--- config.mk ---
export PLATFORM = sky130hd
export DESIGN_NAME = acc_cpu
export DESIGN_NICKNAME = d
export VERILOG_FILES = /design/src/rtl/acc_cpu_pkg.sv /design/src/rtl/acc_cpu_alu.sv /design/src/rtl/acc_cpu_fsm.sv /design/src/rtl/acc_cpu.sv
export SDC_FILE = /design/constraint.sdc
export NUM_CORES = 1
export LEC_CHECK = 0
export BUFFER_PORTS_ARGS = -buffer_cell sky130_fd_sc_hd__buf_4
export CAP_MARGIN = 20
export CORE_ASPECT_RATIO = 1.1
export CORE_MARGIN = 2
export CORE_UTILIZATION = 38
export DETAILED_ROUTE_END_ITERATION = 6
export SLEW_MARGIN = 5
export SYNTH_ARGS = -nofsm -noshare
export SYNTH_HDL_FRONTEND = slang
export SYNTH_HIERARCHICAL = 1
export SYNTH_SLANG_ARGS = --single-unit
--- constraint.sdc ---
create_clock -name clk_i -period 8.1 [get_ports clk_i]
set_input_delay 1.215 -clock clk_i [delete_from_list [all_inputs] [get_ports clk_i]]
set_output_delay 1.215 -clock clk_i [all_outputs]
set_load 0.05 [all_outputs]
--- src/rtl/acc_cpu_pkg.sv ---
package acc_cpu_pkg;
  localparam int OP_W = 4;

  localparam logic [OP_W-1:0] OP_LOAD  = 4'h1;
  localparam logic [OP_W-1:0] OP_STORE = 4'h2;
  localparam logic [OP_W-1:0] OP_ADD   = 4'h5;
  localparam logic [OP_W-1:0] OP_RETI  = 4'hF;

  typedef enum logic [2:0] {
    S_FADR,  // program counter to address register
    S_FRD,   // instruction read
    S_DEC,   // latch opcode, step pc, load operand address
    S_EXE,   // operand access or register move
    S_WB,    // accumulator update
    S_IRQ    // interrupt check
  } state_e;
endpackage

--- src/rtl/acc_cpu_alu.sv ---
module acc_cpu_alu #(
  parameter int DATA_W = 16
) (
  input  logic [DATA_W-1:0] a_i,
  input  logic [DATA_W-1:0] b_i,
  output logic [DATA_W-1:0] sum_o
);
  localparam int MAG_W = DATA_W - 1;

  logic             sa, sb, sr;
  logic [MAG_W-1:0] ma, mb, mr;

  assign sa = a_i[DATA_W-1];
  assign sb = b_i[DATA_W-1];
  assign ma = a_i[MAG_W-1:0];
  assign mb = b_i[MAG_W-1:0];

  always_comb begin
    if (sa == sb) begin
      mr = ma + mb;
      sr = sa;
    end else if (ma >= mb) begin
      mr = ma - mb;
      sr = sa;
    end else begin
      mr = mb - ma;
      sr = sb;
    end
    if (mr == '0) sr = 1'b0;  // single zero encoding
  end

  assign sum_o = {sr, mr};
endmodule

--- src/rtl/acc_cpu_fsm.sv ---
module acc_cpu_fsm
  import acc_cpu_pkg::*;
(
  input  logic            clk_i,
  input  logic            rst_ni,
  input  logic [OP_W-1:0] op_i,
  input  logic            mem_ack_i,
  output state_e          state_o
);
  state_e st_q, st_d;

  always_comb begin
    st_d = st_q;
    unique case (st_q)
      S_FADR: st_d = S_FRD;
      S_FRD:  if (mem_ack_i) st_d = S_DEC;
      S_DEC:  st_d = S_EXE;
      S_EXE: begin
        if (op_i == OP_LOAD || op_i == OP_ADD) begin
          if (mem_ack_i) st_d = S_WB;
        end else if (op_i == OP_STORE) begin
          if (mem_ack_i) st_d = S_IRQ;
        end else begin
          st_d = S_IRQ;
        end
      end
      S_WB:   st_d = S_IRQ;
      S_IRQ:  st_d = S_FADR;
      default: st_d = S_FADR;
    endcase
  end

  always_ff @(posedge clk_i or negedge rst_ni) begin
    if (!rst_ni) st_q <= S_FADR;
    else         st_q <= st_d;
  end

  assign state_o = st_q;
endmodule

--- src/rtl/acc_cpu.sv ---
module acc_cpu
  import acc_cpu_pkg::*;
#(
  parameter int          ADDR_W   = 12,
  parameter int unsigned VEC_ADDR = 'hF00,
  parameter int unsigned RST_PC   = 0
) (
  input  logic                   clk_i,
  input  logic                   rst_ni,
  input  logic                   irq_i,
  output logic                   mem_req_o,
  output logic                   mem_we_o,
  output logic [ADDR_W-1:0]      mem_addr_o,
  output logic [OP_W+ADDR_W-1:0] mem_wdata_o,
  input  logic [OP_W+ADDR_W-1:0] mem_rdata_i,
  input  logic                   mem_ack_i
);
  localparam int DATA_W = OP_W + ADDR_W;
  localparam logic [ADDR_W-1:0] VEC = ADDR_W'(VEC_ADDR);
  localparam logic [ADDR_W-1:0] RPC = ADDR_W'(RST_PC);

  state_e            st;
  logic [OP_W-1:0]   op_q;
  logic [ADDR_W-1:0] pc_q, mar_q, spc_q;
  logic [DATA_W-1:0] mbr_q, acc_q, sacc_q, sum;
  logic              ie_q, mem_op, take;

  acc_cpu_fsm u_fsm (
    .clk_i     (clk_i),
    .rst_ni    (rst_ni),
    .op_i      (op_q),
    .mem_ack_i (mem_ack_i),
    .state_o   (st)
  );

  acc_cpu_alu #(.DATA_W(DATA_W)) u_alu (
    .a_i   (acc_q),
    .b_i   (mbr_q),
    .sum_o (sum)
  );

  assign mem_op = (op_q == OP_LOAD) || (op_q == OP_ADD) || (op_q == OP_STORE);
  assign take   = (st == S_IRQ) && irq_i && ie_q;

  always_ff @(posedge clk_i or negedge rst_ni) begin
    if (!rst_ni) begin
      pc_q   <= RPC;
      mar_q  <= '0;
      mbr_q  <= '0;
      op_q   <= '0;
      acc_q  <= '0;
      ie_q   <= 1'b0;
      spc_q  <= RPC + 1'b1;
      sacc_q <= '0;
    end else begin
      unique case (st)
        S_FADR: mar_q <= pc_q;
        S_FRD:  if (mem_ack_i) mbr_q <= mem_rdata_i;
        S_DEC: begin
          op_q  <= mbr_q[DATA_W-1 -: OP_W];
          mar_q <= mbr_q[ADDR_W-1:0];
          mbr_q <= acc_q;
          pc_q  <= pc_q + 1'b1;
        end
        S_EXE: begin
          if (mem_ack_i && !(op_q == OP_STORE)) mbr_q <= mem_rdata_i;
          if (op_q == OP_RETI) begin
            pc_q  <= spc_q;
            acc_q <= sacc_q;
            ie_q  <= 1'b1;
          end
        end
        S_WB: acc_q <= (op_q == OP_LOAD) ? mbr_q : sum;
        S_IRQ: if (take) begin
          spc_q  <= pc_q;
          sacc_q <= acc_q;
          ie_q   <= 1'b0;
          pc_q   <= VEC;
        end
        default: ;
      endcase
    end
  end

  assign mem_req_o   = (st == S_FRD) || ((st == S_EXE) && mem_op);
  assign mem_we_o    = (st == S_EXE) && (op_q == OP_STORE);
  assign mem_addr_o  = mar_q;
  assign mem_wdata_o = mbr_q;

  // program counter steps once per fetch
  p_pc_step_r2: assert property (@(posedge clk_i) disable iff (!rst_ni)
    (st == S_DEC) |=> (pc_q == $past(pc_q) + 1'b1));

  // request held stable until acknowledged
  p_req_hold_r8: assert property (@(posedge clk_i) disable iff (!rst_ni)
    (mem_req_o && !mem_ack_i) |=> (mem_req_o && $stable(mem_addr_o)
      && $stable(mem_we_o) && $stable(mem_wdata_o)));

  // an add never leaves a negative zero
  p_zero_pos_r6: assert property (@(posedge clk_i) disable iff (!rst_ni)
    (st == S_WB && op_q == OP_ADD) |=> !(acc_q[DATA_W-1] && acc_q[DATA_W-2:0] == '0));

  // taken request vectors and masks
  p_vector_r9: assert property (@(posedge clk_i) disable iff (!rst_ni)
    (st == S_IRQ && irq_i && ie_q) |=> (pc_q == VEC && !ie_q && st == S_FADR));

  // masked request leaves the flow alone
  p_masked_r10: assert property (@(posedge clk_i) disable iff (!rst_ni)
    (st == S_IRQ && !ie_q) |=> (pc_q == $past(pc_q) && !ie_q));

  // return re-enables
  p_return_r11: assert property (@(posedge clk_i) disable iff (!rst_ni)
    (st == S_EXE && op_q == OP_RETI) |=> ie_q);
endmodule

-- Word-level counts from Yosys, hierarchy flattened
Cells that the tools add are included.
- register bits: 92
- input port bits: 20
- output and inout bits: 30
- logic and storage cells: 80
- add/sub/neg operators: 4
- order comparisons: 1
- eq/ne operators: 18
- multiplexer cells: 24
- reductions and logical operators: 23
- operator list (kind ; count):
    two-way mux 16 bit ; 4
    case mux 16 bit (3 select lines) ; 1
    case mux 12 bit (3 select lines) ; 1
    case mux 16 bit (2 select lines) ; 1
    two-way mux 15 bit ; 2
    subtractor 15 bit ; 2
    two-way mux 12 bit ; 2
    case mux 12 bit (2 select lines) ; 1
    adder 15 bit ; 1
    >= comparator 15 bit ; 1
    zero test 15 bit ; 1
    two-way mux 3 bit ; 5
    case mux 3 bit (5 select lines) ; 1
    adder 12 x 1 -> 12 bit (second input constant) ; 1
    AND reduction 3 bit ; 4
    inequality test 2 bit (second input constant) ; 4
    inequality test 4 bit (second input constant) ; 2
    == test 3 x 2 -> 1 bit (second input constant) ; 2
    == test 3 bit (second input constant) ; 2
    inequality test 3 bit (second input constant) ; 2
    nonzero test 2 bit ; 3
    nonzero test 3 bit ; 2
    logical AND 1 bit ; 5
    two-way mux 1 bit ; 5
    other kinds (12) ; 15

-- Longest topological paths before layout
Gate-level depths: netlist (run 1).
- word-level depth: 7
- gate-level depth with buffers: 17
- gate-level depth less buffers: 16

-- By module
The synthesis (run 1) kept the hierarchy.
- modules (own cells, without submodules) (module ; times used ; cells an instance ; area each (um^2) ; sequential area each (um^2)):
    acc_cpu ; 1 ; 494 ; 4503.1 ; 2228.4
    acc_cpu_alu ; 1 ; 367 ; 2542.4 ; 0.0
    acc_cpu_fsm ; 1 ; 18 ; 168.9 ; 75.1

-- Least setup slack after synthesis (run 1)
Ideal clock, no wire load.
- path kind: register to register
- from: register mbr_q[12], in the netlist mem_wdata_o[12]
- to: register acc_q[15]
- library setup time: 0.118 ns
- arrival time: 3.508 ns
- required time: 7.982 ns
- setup slack: 4.474 ns
- stages on the path, launching flop included: 16
- clock period less this slack: 3.626 ns
- cell sequence: dfrtp_1 -> ha_1 -> buf_6 -> a211oi_2 -> o21bai_1 -> a211oi_2 -> o21a_4 -> o311ai_2 -> and3_1 -> or4b_1 -> nor4_1 -> a21oi_1 -> buf_4 -> mux2i_1 -> a211oi_1 -> a21o_1
- cells in the longest elaborated chain, start to end: 7
- elaborated cells on any way between the ends: 13
- classes of those cells: add/sub (3); order compare (1); eq/ne (2); mux (5); reduce/logical (2)
- RTL lines (what ; line ; RTL):
    start, declared ; acc_cpu.sv:25 ; logic [DATA_W-1:0] mbr_q, acc_q, sacc_q, sum;
    start signal, assigned ; acc_cpu.sv:58 ; S_FRD: if (mem_ack_i) mbr_q <= mem_rdata_i;
    start signal, assigned ; acc_cpu.sv:62 ; mbr_q <= acc_q;
    start signal, assigned ; acc_cpu.sv:66 ; if (mem_ack_i && !(op_q == OP_STORE)) mbr_q <= mem_rdata_i;
    subtractor 15 bit, or another cell as far along ; acc_cpu_alu.sv:26 ; mr = mb - ma;
    two-way mux 15 bit ; acc_cpu_alu.sv:22 ; end else if (ma >= mb) begin
    two-way mux 15 bit (*) ; acc_cpu_alu.sv:19 ; if (sa == sb) begin
    zero test 15 bit (*) ; acc_cpu_alu.sv:29 ; if (mr == '0) sr = 1'b0;
    two-way mux 1 bit (*) ; acc_cpu_alu.sv:29 ;
    named net u_alu.sr ; acc_cpu_alu.sv:10 ; logic sa, sb, sr;
    two-way mux 16 bit (*) ; acc_cpu.sv:73 ; S_WB: acc_q <= (op_q == OP_LOAD) ? mbr_q : sum;
    case mux 16 bit (2 select lines) (*) ; acc_cpu.sv:56 ; unique case (st)
    end signal, assigned ; acc_cpu.sv:69 ; acc_q <= sacc_q;
    end signal, assigned ; acc_cpu.sv:73 ;
    end, declared ; acc_cpu.sv:25 ;
Mark *: on every way through the listed nets, which the timed path passes. The rest lies on a longest branch.
A chain may end at the register's enable or synchronous reset.

-- Worst setup path in the final report (run 1)
- from: register acc_q[6]
- to: register acc_q[15]
- cells in the longest elaborated chain, start to end: 7
- elaborated cells on any way between the ends: 13
- classes of those cells: add/sub (3); order compare (1); eq/ne (2); mux (5); reduce/logical (2)
- RTL lines (what ; line):
    subtractor 15 bit, or another cell as far along ; acc_cpu_alu.sv:26
    two-way mux 15 bit ; acc_cpu_alu.sv:22
    two-way mux 15 bit (*) ; acc_cpu_alu.sv:19
    zero test 15 bit (*) ; acc_cpu_alu.sv:29
    two-way mux 1 bit (*) ; acc_cpu_alu.sv:29
    named net sum[15] ; acc_cpu.sv:25
    two-way mux 16 bit (*) ; acc_cpu.sv:73
    case mux 16 bit (2 select lines) (*) ; acc_cpu.sv:56
Marked as above.

==> flow_summary.yaml, run 1 <==
timing:
  timing.final.crit_share_pct: 52.01
  hold_viol_final: 0
  clock_skew_ps: 10.50
  slew_viol_final: 0
  setup_viol: 0
  max_slew_margin_pct: 34.93
  max_freq_ghz: 0.2374
  fin_crit_ps: 4213
  setup_slack_ps: 3887
  tightestPinTransition_ps: 969.6
  fin_setup_tns_ps: 0
  rsz0062_at_grt: "false"
cells_and_area:
  drive_above_1_share_pct: 11.64
  area_growth_pct: 11.67
  diodes: 0
  nFillCells: 1857
  finish.utilization_pct: 43.60
  stdcell_count: 1145
  nets: 969
clock_tree:
  cts_tree: "yes"
  clkLatencyLatePin_ps: 350
  cts_buffer_depth: 2
  ctsResizeCount: 0
  cts_setup_buffers: 0
  cts_root_buffer: "clkbuf_16"
  ctsHoldBuffers: 0
  clk_pin_slew_ps: 70
  cts_made_buffers: 9
  clock-sinks: 92
  htreeDepth: 3
global_route:
  track_usage_pct: 21.85
  grt_pass1_wl_um: 34330
  antenna_found_initial: 1
  overflow: 0
  grt_max_degree: 72
  grt_pass1_vias: 6259
power:
  power.leakage_nw: 3.818
  ir_drop_mv: 0.1553
  powerDensity_mw_per_mm2: 451.5
  power_w: 0.003637
critical_path:
  r2r_start: "acc_q[6]"
  r2r-end: "acc_q[15]"
  critPathLaunchType: "flip-flop"
  path_max_fanout: 18
  cp_data_arrival_time_ps: 4510
  criticalPathCategory: "flip-flop to flip-flop"
  reg2reg_slack_ps: 3890
  startpoint: "acc_q[6]"
  endpoint_kind: "flip-flop"
  reg2reg_depth: 14
  cp.required_ps: 8390
  crit_end: "acc_q[15]"
die:
  fp-row-count: 52
  fp.coreArea_mm2: 0.01848
  start_util_pct: 39.04
  dieArea_mm2: 0.02010
  die_w_um: 135.4
  die_h_um: 148.5
  num_io_pins: 50
synth:
  syn_inst: 879
  synth-seq-area-share_pct: 31.93
  ys_seq_elements: 92
  syn-cell-area_mm2: 0.007214
  yosys.area.top_type: "dfrtp_1"
  synth.area.top_cells: "dfrtp_1 (32%), nand2_1 (9.1%), ha_1 (8.3%), mux2i_1 (4.7%), nor2_1 (3.2%)"
  syn_area_per_cell_um2: 8.208
  synth_common_cells: "nand2_1 (174), dfrtp_1 (91), nor2_1 (62)"
  synth.distinct_cells: 79
  synth_most_common_cell: "nand2_1"
  synth_edf_count: 0
  synth_ff_type: "dfrtp_1"
  ys_warn_count: 6
  synth_nets: 950
  async_reset_ff_share_pct: 100.0
  synth_top_cell_area_share_pct: 31.56
route:
  first_pass_iters: 5
  vias_per_cell: 5.664
  wl_um: 21400
  ant_nets: 0
  routedWlPerCell_um: 18.69
  vias: 6485
  drc: 0
  drt_iter0_drc: 423
placement:
  dp_hpwl_um: 15640
  placed_cells: 1130
  place_ws_ps: 3896
  routabilityCongestion: 0.9527
  port_buffers: 49
outcome:
  status: "finished clean"
job:
  maxCapViolations: 0
hold_path:
  hold_path_class: "flip-flop to flip-flop"
worst min path at each step:
| stage | start | end | cells past startpoint | slack [ps] |
|---|---|---|---|---|
| after floorplan | spc_q[1] | spc_q[1] | 2 | 440 |
| after global placement | spc_q[1] | spc_q[1] | 2 | 450 |
| after detailed placement | spc_q[0] | spc_q[0] | 2 | 460 |
| after CTS | spc_q[0] | spc_q[0] | 2 | 470 |
| after global routing | sacc_q[4] | sacc_q[4] | 2 | 490 |
| final | spc_q[0] | spc_q[0] | 2 | 470 |
routing by layer:
| metal | wire length (um) | track usage (%) | vias to the layer above |
|---|---|---|---|
| li1 | - | - | 3142 |
| met1 | 9711 | 29.57 | 3167 |
| met2 | 10480 | 36.95 | 153 |
| met3 | 907 | 3.170 | 21 |
| met4 | 291 | 5.208 | 2 |
| met5 | 13 | 0 | - |
critical path, cell delays in order, from the launching register on:
cell and delay [ps]:
dfrtp_1 440, inv_1 90, ha_1 620, nand3_1 170, o22ai_1 210, a31oi_2 120
o21ai_1 820, o311ai_1 260, and4_1 280, o311ai_0 450, nor4_1 100, a21oi_1 140
mux2i_1 80, a211oi_1 260, a21o_1 110
area by class of cell:
| type | instances | area [um^2] | share of cell area (%) |
|---|---|---|---|
| multi-input cells | 680 | 4483 | 55.65 |
| flip-flops and latches | 92 | 2303 | 28.59 |
| repair buffers | 58 | 435.4 | 5.405 |
| well taps | 243 | 304.0 | 3.774 |
| clock buffers | 11 | 242.7 | 3.013 |
| inverters | 57 | 214.0 | 2.656 |
| clock inverters | 4 | 73.82 | 0.9163 |
flip-flops by register name, summed over array words and instances, names as in the netlist, 3 cells and up:
| name | cells |
|---|---|
| mem_wdata_o | 16 |
| pc_q | 12 |
| u_fsm/state_o | 3 |
| mem_addr_o | 12 |
| spc_q | 12 |
| op_q | 4 |
| sacc_q | 16 |
| acc_q | 16 |
cells by family (layout without fill, tap and decap cells):
group	count (synthesis)	count (layout)	synth area share [%]
buf+inv	107	130	6.348
fa+ha+maj	51	51	9.157
flops	92	92	31.93
simple gates	348	348	22.63
xor+xnor	5	5	0.8673
compound gates	223	223	21.33
mux	53	53	7.735
placed cells by master (no fill, tap or decap), types with 5 or more instances in the layout:
| master | netlist | routed |
|---|---|---|
| nand2_1 | 174 | 174 |
| dfrtp_1 | 91 | 91 |
| nor2_1 | 62 | 62 |
| buf_4 | 5 | 58 |
| inv_1 | 56 | 56 |
| ha_1 | 48 | 48 |
| a21oi_1 | 44 | 43 |
| o21ai_0 | 37 | 37 |
| mux2i_1 | 34 | 34 |
| a21o_1 | 29 | 29 |
| a211oi_1 | 24 | 24 |
| nor3_1 | 16 | 16 |
| nand3_1 | 15 | 15 |
| mux2_1 | 10 | 10 |
| nand4_1 | 9 | 9 |
| nor2b_1 | 9 | 9 |
| clkbuf_16 | 0 | 9 |
| mux2_2 | 8 | 8 |
| nand2b_1 | 8 | 8 |
| a22oi_1 | 7 | 7 |
| o211ai_1 | 7 | 7 |
| o22ai_1 | 7 | 7 |
| a311oi_1 | 7 | 7 |
| o31ai_1 | 6 | 6 |
| and3_1 | 6 | 6 |
| o21ai_1 | 6 | 6 |
| nor3b_1 | 6 | 5 |
| and2_1 | 6 | 5 |
| nor4_1 | 5 | 5 |
| o21a_1 | 5 | 5 |
report_power, final:
group / switching, W / internal (W) / total, W
combinational: 0.00151 / 0.000829 / 0.00234
sequential: 0.000242 / 0.000600 / 0.000842
clock: 0.000181 / 0.000277 / 0.000458
per-stage QoR:
step	hold slack [ps]	instance area, um^2
3_5_place_dp	460.3	7740
6_report	470.7	8056
4_1_cts	471.0	8056
5_1_grt	491.9	8056
2_1_floorplan	438.1	7214
3_3_place_gp	453.0	7740
Note: power is estimated with default switching activity, not from simulation.
==> inputs of run 2 (changes only) <==
Clock period 8.1 ns to 3.77 ns, I/O delays scaled along.
==> flow_summary.yaml, run 2 (synthesized netlist as in run 1, its figures left out) <==
clock_tree:
  clock-sinks: 92
  cts_tree: "yes"
  htreeDepth: 3
  clk_pin_slew_ps: 70
  cts_buffer_depth: 2
  cts_root_buffer: "clkbuf_16"
  cts_made_buffers: 9
  clkLatencyLatePin_ps: 340
critical_path:
  path_max_fanout: 10
  endpoint_kind: "flip-flop"
  reg2reg_slack_ps: 120
  cp.required_ps: 4000
  cp_data_arrival_time_ps: 3880
  reg2reg_depth: 15
  r2r_start: "mem_wdata_o[13]"
  slowest_stage: "or4b_4"
  startpoint: "mem_wdata_o[13]"
  path_cells: "ha_1 -> nand4_1 -> buf_4 -> nor4_4 -> a211oi_4 -> o21a_4 -> buf_12 -> o311ai_4 -> a21oi_2 -> or4b_4 -> nor4_2 -> a21oi_1 -> mux2i_1 -> a211oi_1 -> a21o_1"
  worst-path-buf-inv: 2
  criticalPathCategory: "flip-flop to flip-flop"
  r2r-end: "acc_q[15]"
  crit_family: "simple AND/OR/NAND/NOR gates"
  critPathLaunchType: "flip-flop"
  crit_path_max_incr_delay_ps: 540
timing:
  fin_setup_tns_ps: 0
  max_slew_margin_pct: 38.74
  max_freq_ghz: 0.2737
  slew_viol_final: 0
  clock_skew_ps: 7.598
  timing.final.crit_share_pct: 96.91
  setup_slack_ps: 116.7
  setup_viol: 0
  hold_viol_final: 0
  fin_crit_ps: 3653
  tightestPinTransition_ps: 916.8
global_route:
  grt_max_degree: 44
  grt_pass1_wl_um: 36870
  grt_pass1_vias: 6660
  overflow: 0
  track_usage_pct: 23.54
  antenna_found_initial: 1
placement:
  routabilityCongestion: 0.9354
  placed_cells: 1218
  port_buffers: 49
  dp_hpwl_um: 17700
  place_ws_ps: 107.8
power:
  power.leakage_nw: 4.289
  pwr-share-comb_pct: 71.3
  ir_drop_mv: 0.4087
  switching_share_pct: 50.66
  seqPwrFrac_pct: 18.7
  clkPwrFrac_pct: 9.9
  powerDensity_mw_per_mm2: 1009
  power_w: 0.008951
  power_switching_w: 0.004534
  intPower_w: 0.004416
route:
  routedWlPerCell_um: 18.69
  vias_per_cell: 5.541
  first_pass_iters: 5
  vias: 6871
  ant_nets: 0
  drc: 0
  wl_um: 23170
  drt_iter0_drc: 579
cells_and_area:
  nets: 1064
  diodes: 0
  seq_area_mm2: 0.002308
  area_growth_pct: 22.98
  layout_commonest_cell: "nand2_1"
  stdcell_count: 1240
  nFillCells: 1854
  multi_input_area_mm2: 0.004601
  drive_above_1_share_pct: 21.56
  final_cell_mix: "nand2_1 (174), buf_4 (152), dfrtp_1 (87)"
outcome:
  status: "finished clean"
die:
  die_w_um: 135.4
  start_util_pct: 39.04
  num_io_pins: 50
  die_h_um: 148.5
  dieArea_mm2: 0.02010
  fp-row-count: 52
  fp.coreArea_mm2: 0.01848
job:
  maxCapViolations: 0
hold_path:
  hold_path_class: "primary input to async pin"
run 2: cell types whose count changed in the layout (fill, tap and decap cells not counted), sizes merged:
cell / change
buf: +95
bufinv: -1
clkinvlp: +1
run 2: cell type report:
type                            instances  area share (%)
Timing Repair Buffer                  153           13.09
Multi-Input combinational cell        680           51.85
Tap cell                              243           3.427
Clock inverter                          4          0.5782
Sequential cell                        92           26.02
Inverter                               57           2.412
Clock buffer                           11           2.623
run 2: power by group through the flow:
stage	Combinational, W	Sequential [W]	Clock [W]
global placement	0.00610	0.00167	0
floorplan	0.00323	0.00216	0
finish	0.00638	0.00168	0.000890
CTS	0.00609	0.00167	0.000916
detailed placement	0.00605	0.00169	0
global route	0.00690	0.00172	0.000959
run 2: routing by layer:
metal	GRT usage, %	routed length, um	vias up	part of all wire [%]
met4	6.250	388	0	1.7
met5	0	0	-	0
met1	32.67	10800	3357	47
met3	2.454	767	29	3.3
met2	39.24	11220	160	48
li1	-	-	3325	-
run 2: through the flow:
| step | utilization [%] | cell area [um^2] | hold WS, ps |
|---|---|---|---|
| final | 48.02 | 8872 | 235.7 |
| after detailed placement | 45.52 | 8412 | 457.5 |
| after global placement | 45.52 | 8412 | 452.9 |
| after CTS | 47.06 | 8696 | 240.1 |
| after floorplan | - | 7214 | 269.9 |
| after global routing | 48.02 | 8872 | 270.0 |
run 2: how the worst max path moves through the flow:
stage	to	slack, ps	cells past startpoint
floorplan	acc_q[15]	140	15
global placement	acc_q[15]	60	18
detailed placement	acc_q[15]	110	15
CTS	acc_q[15]	60	15
global route	acc_q[15]	-40	14
finish	acc_q[15]	120	15
run 2: repair_timing:
| action | 4_1_cts | 5_1_grt |
|---|---|---|
| buffers inserted | 0 | 7 |
| hold buffers | 0 | 0 |
| resized for setup | 0 | 24 |
| setup endpoints to repair | 0 | 2 |
==> inputs of run 3 (changes only) <==
--- a/constraint.sdc
+++ b/constraint.sdc
@@ -3,2 +3,2 @@
 set_output_delay 0.5655 -clock clk_i [all_outputs]
-set_load 0.05 [all_outputs]
+set_load 0.02 [all_outputs]
==> flow_summary.yaml, run 3 (synthesized netlist as in run 1, its figures left out) <==
timing:
  fin_crit_ps: 3645
  max_freq_ghz: 0.2743
  timing.final.crit_share_pct: 96.68
  hold_viol_final: 0
  max_slew_margin_pct: 41.02
  setup_viol: 0
  slew_viol_final: 0
  tightestPinTransition_ps: 882.7
  clock_skew_ps: 12.03
die:
  start_util_pct: 39.04
  num_io_pins: 50
  die_w_um: 135.4
  dieArea_mm2: 0.02010
  die_h_um: 148.5
  fp-row-count: 52
  fp.coreArea_mm2: 0.01848
cells_and_area:
  area_growth_pct: 22.44
  nets: 1060
  final_cell_mix: "nand2_1 (174), buf_4 (148), dfrtp_1 (88)"
  layout_commonest_cell: "nand2_1"
  diodes: 0
  stdcell_count: 1237
  fin_area_mm2: 0.008833
  drive_above_1_share_pct: 21.23
clock_tree:
  cts_tree: "yes"
  htreeDepth: 3
  clock-sinks: 92
  cts_root_buffer: "clkbuf_16"
  cts_buffer_depth: 2
  cts_made_buffers: 9
  clk_pin_slew_ps: 70
  ctsHoldBuffers: 0
  clkLatencyLatePin_ps: 350
critical_path:
  criticalPathCategory: "flip-flop to flip-flop"
  path_max_fanout: 7
  critPathLaunchType: "flip-flop"
  cp_data_arrival_time_ps: 3880
  cp.required_ps: 4010
  endpoint_kind: "flip-flop"
route:
  vias_per_cell: 5.527
  drc: 0
  wl_met1_um: 10710
  top_layer: "met4"
  wl_um: 23230
  routedWlPerCell_um: 18.78
  wl_met2_um: 11230
  first_pass_iters: 5
  vias: 6837
  wl_met3_um: 926
  ant_nets: 0
  drt_iter0_drc: 515
power:
  switching_share_pct: 48.33
  powerDensity_mw_per_mm2: 972.6
  pwr-share-comb_pct: 68.7
  intPower_w: 0.004439
  clkPwrFrac_pct: 11.9
  power_switching_w: 0.004153
  ir_drop_mv: 0.3579
  power.leakage_nw: 4.283
  seqPwrFrac_pct: 19.3
global_route:
  grt_pass1_wl_um: 36940
  antenna_found_initial: 1
  grt_max_degree: 44
  track_usage_pct: 23.60
  grt_pass1_vias: 6640
  overflow: 0
hold_path:
  hold_path_class: "primary input to async pin"
job:
  maxCapViolations: 0
placement:
  port_buffers: 49
  place_area_mm2: 0.008412
  routabilityCongestion: 0.9304
  placed_cells: 1218
  dp_hpwl_um: 17700
outcome:
  status: "finished clean"
[run 3: cell type report]
type / count / area [um^2]
clock buffers: 11 / 252.7
clock inverters: 5 / 83.83
fillers: 1822 / 9644
inverters: 57 / 214.0
multi-input cells: 680 / 4541
flip-flops and latches: 92 / 2307
well taps: 243 / 304.0
repair buffers: 149 / 1131
[run 3: worst paths after layout]
| path | start | to | slack (ps) | depth (start not counted) |
|---|---|---|---|---|
| hold reg to reg | spc_q[1] | spc_q[1] | 470 | 2 |
| setup reg to reg | mem_wdata_o[9] | acc_q[15] | 130 | 16 |
| setup / recovery | mem_wdata_o[9] | acc_q[15] | 130 | 16 |
| hold / removal | rst_ni | mem_wdata_o[11] | 220 | 1 |
| min in group clk_i | spc_q[1] | spc_q[1] | 470 | 2 |
| max in group asynchronous | rst_ni | acc_q[9] | 2750 | 2 |
[run 3: through the flow]
step	hold WS (ps)	power (W)	utilization (%)	setup WS, ps	TNS, ps
after detailed placement	455.5	0.007388	45.52	43.51	0
after CTS	235.2	0.008454	47.35	2.240	0
after global placement	452.8	0.007420	45.52	51.41	0
after floorplan	269.9	0.005040	-	364.8	0
after global routing	263.2	0.009204	47.81	-30.39	-30.39
final	217.5	0.008592	47.81	125.0	0
[run 3: repair_timing]
action | 4_1_cts | 5_1_grt
pin swaps | 0 | 6
endpoints found under the hold margin | 0 | 0
setup endpoints to repair | 1 | 2
gates resized for setup | 1 | 19
setup buffers | 0 | 3
[run 3: per-layer routing]
metal / global-route usage (%) / up-vias
li1: - / 3318
met1: 32.71 / 3316
met2: 39.14 / 178
met3: 2.454 / 25
met4: 6.823 / 0
met5: 0 / -
[run 3: worst max-delay path: stages (launching register included)]
cell and delay, ps:
dfrtp_1 500, inv_1 80, ha_1 240, a21oi_2 200
o21ai_1 170, a211oi_4 340, o21ai_1 230, buf_4 230
nor4_1 290, nor4_1 110, buf_4 150, nand4bb_1 180
nor4_1 280, a21oi_1 100, mux2i_1 130, a211oi_1 90
a21o_1 190
[run 3: power groups by stage]
stage | Sequential [W] | Combinational (W) | Clock, W
3_5_place_dp | 0.00167 | 0.00571 | 0
3_3_place_gp | 0.00166 | 0.00576 | 0
2_1_floorplan | 0.00184 | 0.00320 | 0
6_report | 0.00166 | 0.00590 | 0.00103
5_1_grt | 0.00171 | 0.00642 | 0.00108
4_1_cts | 0.00166 | 0.00575 | 0.00104
